$ cat src/rtl/wmark_offset_loader.sv
module wmark_offset_loader #(
  parameter int DEPTH    = 512,
  parameter int PRESET_A = 8,
  parameter int PRESET_B = 16
) (
  input  logic                       clk,
  input  logic                       rst_n,
  input  logic                       mode_a,
  input  logic                       mode_b,
  input  logic                       wr_en,
  input  logic [$clog2(DEPTH)-1:0]   wr_data,
  output logic                       in_ready,
  output logic                       fifo_wr,
  output logic [$clog2(DEPTH)-1:0]   x_off,
  output logic [$clog2(DEPTH)-1:0]   y_off
);
  localparam int OW = $clog2(DEPTH);
  localparam int SW = 2 * OW;
  localparam int CW = $clog2(SW);
  localparam logic [1:0] M_SER = 2'b00, M_PA = 2'b01, M_PB = 2'b10, M_PAR = 2'b11;
  localparam logic [OW-1:0] MAXV = OW'(DEPTH - 4);

  logic [1:0]    mode_q;
  logic          rdy, pend, par_ph;
  logic [CW-1:0] cnt;
  logic [SW-2:0] sr;
  logic [OW-1:0] x_q, y_q;
  logic [SW-1:0] nxt;

  function automatic logic [OW-1:0] fit(input logic [OW-1:0] v);
    if (v == '0)  return OW'(1);
    if (v > MAXV) return MAXV;
    return v;
  endfunction

  assign nxt      = {sr, mode_a};
  assign in_ready = rdy;
  assign fifo_wr  = wr_en & rdy;
  assign x_off    = x_q;
  assign y_off    = y_q;

  always_ff @(posedge clk) begin
    if (!rst_n) begin
      mode_q <= {mode_b, mode_a};
      rdy    <= 1'b0;
      pend   <= 1'b0;
      par_ph <= 1'b0;
      cnt    <= '0;
      sr     <= '0;
      x_q    <= '0;
      y_q    <= '0;
    end else if (!rdy) begin
      case (mode_q)
        M_PA: begin
          x_q <= OW'(PRESET_A);
          y_q <= OW'(PRESET_A);
          rdy <= 1'b1;
        end
        M_PB: begin
          x_q <= OW'(PRESET_B);
          y_q <= OW'(PRESET_B);
          rdy <= 1'b1;
        end
        M_PAR: begin
          if (wr_en) begin
            if (!par_ph) begin
              x_q    <= fit(wr_data);
              par_ph <= 1'b1;
            end else begin
              y_q <= fit(wr_data);
              rdy <= 1'b1;
            end
          end
        end
        default: begin
          if (pend) begin
            rdy <= 1'b1;
          end else if (mode_b) begin
            sr <= nxt[SW-2:0];
            if (cnt == CW'(SW - 1)) begin
              x_q  <= fit(nxt[SW-1:OW]);
              y_q  <= fit(nxt[OW-1:0]);
              pend <= 1'b1;
            end else begin
              cnt <= cnt + 1'b1;
            end
          end
        end
      endcase
    end
  end


  ready_sticky_chk: assert property (@(posedge clk) disable iff (!rst_n)
    in_ready |=> in_ready);


  offsets_frozen_chk: assert property (@(posedge clk) disable iff (!rst_n)
    in_ready |=> ($stable(x_off) && $stable(y_off)));


  offsets_range_chk: assert property (@(posedge clk) disable iff (!rst_n)
    in_ready |-> (x_off >= OW'(1) && x_off <= MAXV && y_off >= OW'(1) && y_off <= MAXV));


  par_rise_on_write_chk: assert property (@(posedge clk) disable iff (!rst_n)
    ($rose(in_ready) && mode_q == M_PAR) |-> $past(wr_en));


  ser_rise_after_pend_chk: assert property (@(posedge clk) disable iff (!rst_n)
    ($rose(in_ready) && mode_q == M_SER) |-> $past(pend));
endmodule

$ cat config.mk
export PLATFORM = sky130hd
export DESIGN_NAME = wmark_offset_loader
export DESIGN_NICKNAME = d
export VERILOG_FILES = /design/src/rtl/wmark_offset_loader.sv
export SDC_FILE = /design/constraint.sdc
export NUM_CORES = 1
export LEC_CHECK = 0
export BUFFER_PORTS_ARGS = -buffer_cell sky130_fd_sc_hd__buf_2
export CORE_MARGIN = 2
export CORE_UTILIZATION = 55
export CTS_CLUSTER_SIZE = 24
export DETAILED_ROUTE_END_ITERATION = 10
export PLACE_DENSITY = 0.87
export SETUP_SLACK_MARGIN = 0.3
export SYNTH_ARGS = -nofsm -noshare
export SYNTH_HDL_FRONTEND = slang
export SYNTH_SLANG_ARGS = --single-unit
$ cat constraint.sdc
create_clock -name clk -period 2 [get_ports clk]
set_input_delay 0.1 -clock clk [delete_from_list [all_inputs] [get_ports clk]]
set_output_delay 0.1 -clock clk [all_outputs]
set_load 0.01 [all_outputs]
# == After elaboration in Yosys (flattened, before gate mapping) ==
# Cells that the tools add are included.
# Widths: inputs -> output; s select.
# totals
reg_bits,45
latch_bits,0
ram_bits,0
mem_bits_ro,0
in_bits,14
output_inout_bits,20
elab_cells,126
n_memories,0
# classes
add_sub_neg,1
mul,0
div,0
n_lt_le_gt_ge,3
eq_ne,8
shift,0
muxes,88
bitwise,5
reduce_logical,13
# ops
op,n
$mux 9,24
$mux 1,61
$pmux 9 s3,2
$gt 9x9->1 const B,3
$logic_not 9->1,3
$reduce_and 6->1,2
$reduce_bool 4->1,2
$ne 2x2->1 const B,3
$add 5x1->5 const B,1
$eq 5x5->1 const B,1
$reduce_and 5->1,1
$eq 2x2->1 const B,2
$ne 4x1->1 const B,1
$not 1->1,4
$reduce_and 4->1,1
$reduce_and 3->1,1
$reduce_or 3->1,1
$eq 2x1->1 const B,1
$pmux 1 s2,1
$reduce_and 2->1,1
$reduce_or 2->1,1
$and 1x1->1,1

# == Depth between registers and ports, before layout ==
# logic_depth
word_depth,21
ltp_mapped,8
mapped_depth_nobuf,6

# == Worst setup path after synthesis ==
# No wires, ideal clock.
# synth_path
kind,reg2reg
from,register mode_q[0]
to,"register y_q[0], in the netlist y_off[0]"
arrival_time_ps,1589
required_ps,1909
setup_slack_ps,320
path_stages_with_launch,9
path_buffers,3
path_cell_list,edfxtp_1 ha_1 buf_4 nor2_1 nand2_1 buf_6 and3_1 buf_6 a311oi_1
# synth_between
elab_chain_len,3
# synth_lines
element,line,rtl
start: declaration,23,logic [1:0] mode_q;
start signal: assignment,44,"mode_q <= {mode_b, mode_a};"
$eq 2x2->1 or $eq 2x1->1 (tied branches),53,case (mode_q)
"$ne 4x1->1 (no line), or another cell as far along",n/a,
$reduce_and 6->1 (no line),n/a,
end signal: assignment,56,y_q <= OW'(PRESET_A);
end signal: assignment,61,y_q <= OW'(PRESET_B);
end signal: assignment,70,y_q <= fit(wr_data);
end: declaration,27,"logic [OW-1:0] x_q, y_q;"
# Parallel ways exist; a longest one is shown, timed or not.
# A chain may end at the register's enable or synchronous reset.

# == Worst setup path after layout ==
# layout_path
from,register mode_q[0]
to,"register x_q[0], in the netlist x_off[0]"
# layout_between
elab_chain_len,3
# layout_lines
element,line,rtl
$eq 2x2->1 or $eq 2x1->1 (tied branches),53,
"$ne 4x1->1 (no line), or another cell as far along",n/a,
$reduce_and 6->1 (no line),n/a,
end signal: assignment,55,x_q <= OW'(PRESET_A);
end signal: assignment,60,x_q <= OW'(PRESET_B);
end signal: assignment,67,x_q <= fit(wr_data);
end: declaration,27,
# Parallel ways exist; a longest one is shown, timed or not.

==> results.md <==
* Vias per inst at 6.40
* Peak VDD IR at between 500 and 600 uV
* Min-delay src: mode_a
* Vias in the first global route at 1971
* Worst hold-check path type: input port to register
* Crit start category: register
* RSZ-0062 raised after global routing: true
* GPL Wtd Cong at 0.858
* CTS tree: built
* Adder-cell share of the synthesized area at 2.39%
* #FFs+latches synth at 45
* Yosys top cell area share at 41.1%
* Buffers from clock root to sink, at most at 2
* Total Power at 2180 uW
* H-tree depth at 2
* 1st-pass router iterations at 4
* R2R Setup Slk at 0.24 ns
* First-pass GRT wire length at just over 9000 um
* Pins over their slew limit at 0
* Die Ht at approximately 66 um
* Compound-Gate Fraction of Synth Area at 25.7%
* Row cnt at 22
* Root Buffer: clkbuf_8
* NumNets Final at 295
* Synth warn at 0
* Outcome: finished clean
* Routed wire per std cell at 17.4 um
* Synthesized net count at 256
* Die ar. at between 0.004 and 0.005 mm2
* Residual DRC at 0
* Diode count at 0
* IO Port Bufs at 33
* Reg2Reg Depth at 8
* Most repeated cell in the gate-level netlist after synthesis: dfxtp_1
* Slew @ Worst Pin at between 0.7 and 0.8 ns
* Fmax at 567 MHz
* Hold Path End: mode_q[0]
* Reg2Reg Capture Point: x_off[0]
* Hpwl dp at ~3600 um
* Hold buffer count at cts at 0
* Top cells by count, synth: dfxtp_1, nand2_1, a31oi_1, a21oi_1, a211oi_1
* Setup Skew at ~0.0071 ns
* Final min period at around 1.8 ns
* Synth top area cells: dfxtp_1, a31oi_1, nand2_1
* Main combinational cell family by area after synthesis: compound AO/OA/AOI/OAI gates
* Leak pwr at ~0.00095 uW
* Final Setup Violations at 0
* Worst path arrival time at slightly below 2 ns
* Initial DRC Count at 165
* CP endpoint kind: register
* Yosys cell types at 37
* I/O pins at 34
* CP Class: register to register
* Largest net degree at the start of global routing at 25
* Synth Area in XOR/XNOR at 1.67%
* Commonest register cell after synthesis: dfxtp_1
* CTS Buf Count at 5
* Later-pin clock latency in the skew report at 0.30 ns
* Final WS setup at 0.236 ns
* Clock sink count at between 40 and 50
* Period utilization at 88.2%
* Clock-pin slew on the worst setup and hold paths at roughly 0.090 ns
* Routed wire length at 5690 um
* Mux share of post-synthesis cell area at 0%
* Fin. Hold Viols at 0
* Cell taking the most area after synthesis: dfxtp_1
* Avg Cell Area, Syn at ~8.8 um2
* Cell Pwr Density at 862 mW/mm2
* Number of synthesized flops with an enable pin at 2
* Core Box Area at 0.00366 mm2
* ANT nets after route at 0
* Die Span X at 65.7 um
* Rel. slew slack at 51.5%
* Via count at between 2000 and 2500
* GR Util All Layers at between 20 and 30%
* Starting Density at 57.2%
* WHS Path Cells at 1
* Area Growth Syn to Fin at 20.7%
* Sequential-to-total area share from yosys stat at 43.9%
* Critical Path RT at about 2.2 ns
* Async SR Flop Fraction at 0%
* Crit path max fanout at 6
* Post-Syn Area at 0.00210 mm2
* R2r startpoint: mode_q[0]
* Fraction of layout cells with a size suffix above 1 at 27.0%
* Final global-route overflow total at 0
* Cell count after synthesis at 238
* Initial antenna violation count at 0
* Setup Slack @ Placement at 0.110 ns
* Maxcap violations at 0
* Sum Neg Setup Slack at 0 ns
* Post-synthesis simple-gate area fraction at 19.0%
[report_power, final]
part | internal, uW | leakage (uW) | switching (uW) | total (uW)
logic | 211 | 0.000523 | 289 | 500
clock network | 357 | 0.0000566 | 316 | 673
registers | 967 | 0.000370 | 39.2 | 1010
[what timing repair did]
| item | 4_1_cts | 5_1_grt |
|---|---|---|
| gates resized for setup | 19 | 5 |
| pin swaps | 7 | 11 |
| buffers inserted | 5 | 1 |
| hold endpoints to repair | 0 | 0 |
| gates cloned | 1 | 0 |
| setup endpoints to repair | 37 | 24 |
[per-stage QoR]
| stage | utilization, % | std cells | cell area [um2] | hold slack, ns |
|---|---|---|---|---|
| 4_1_cts | 68.3 | 325 | 2500 | 0.0267 |
| 3_5_place_dp | 62.2 | 311 | 2280 | 0.339 |
| 3_3_place_gp | 62.2 | 311 | 2280 | 0.334 |
| 5_1_grt | 69.1 | 326 | 2530 | 0.0329 |
| 6_report | 69.1 | 326 | 2530 | 0.0272 |
| 2_1_floorplan | - | 238 | 2100 | 0.199 |
[layout by cell type, fill, tap and decap left out, types with 2 or more instances in the layout]
master	netlist	routed
buf_4	2	15
o21ai_0	3	3
nor2_1	11	10
clkbuf_8	2	6
a31oi_1	24	22
a41oi_1	2	2
a211oi_2	0	4
nand2b_1	2	2
a21oi_1	22	22
dfxtp_1	43	43
edfxtp_1	2	2
buf_6	3	3
xor2_1	3	3
and3_4	0	2
inv_2	0	2
clkinv_1	2	2
nand4bb_1	2	2
or4_1	4	4
buf_2	4	33
nand2_1	36	35
a22oi_1	10	10
nand4_1	5	5
nor4_1	3	3
a211oi_1	17	13
nand3_1	3	3
a311oi_1	2	2
ha_1	4	2
and4_1	3	3
inv_1	5	3
[how the worst max path moves through the flow]
stage / slack, ns / depth (start not counted) / to / from
floorplan: 0.32 / 8 / y_off[0] / mode_q[0]
global placement: 0.22 / 6 / y_off[0] / mode_q[0]
detailed placement: 0.11 / 6 / y_off[0] / mode_q[0]
CTS: 0.30 / 8 / y_off[0] / mode_q[1]
global route: 0.17 / 8 / y_off[6] / mode_q[0]
finish: 0.24 / 8 / x_off[0] / mode_q[0]
[routing by layer]
metal / global-route usage (%) / wire length (um) / vias up
met5: 0 / 0 / -
met1: 31.1 / 2210 / 959
li1: - / - / 974
met3: 5.48 / 427 / 35
met4: 15.6 / 279 / 0
met2: 48.2 / 2770 / 117
[registers in the layout, summed over array words and instances (netlist names)]
signal and count:
cnt 5, in_ready 1, mode_q 2, par_ph 1, pend 1, sr 17, x_off 9, y_off 9
[cell type report]
cell class,count,area [um2]
flip-flops and latches,45,921
fillers,270,1130
inverters,7,26.3
multi-input cells,167,1100
clock buffers,8,111
well taps,48,60.1
repair buffers,51,312
[critical path: stages, from the launching register on]
cell	delay, ns
edfxtp_1	0.41
inv_2	0.07
ha_4	0.28
nor2_2	0.05
a221oi_2	0.21
buf_4	0.18
buf_6	0.12
a31oi_1	0.09
a311oi_1	0.24
[logic make-up (layout without fill, tap and decap cells)]
family,after synthesis,after routing
and+or+nand+nor,77,77
buffers and inverters,26,66
xor gates and xnor gates,4,4
AOI/OAI and AO/OA,82,82
adders and majority gates,4,4
DFF,45,45
No activity file was read; power rests on OpenSTA's default activity.
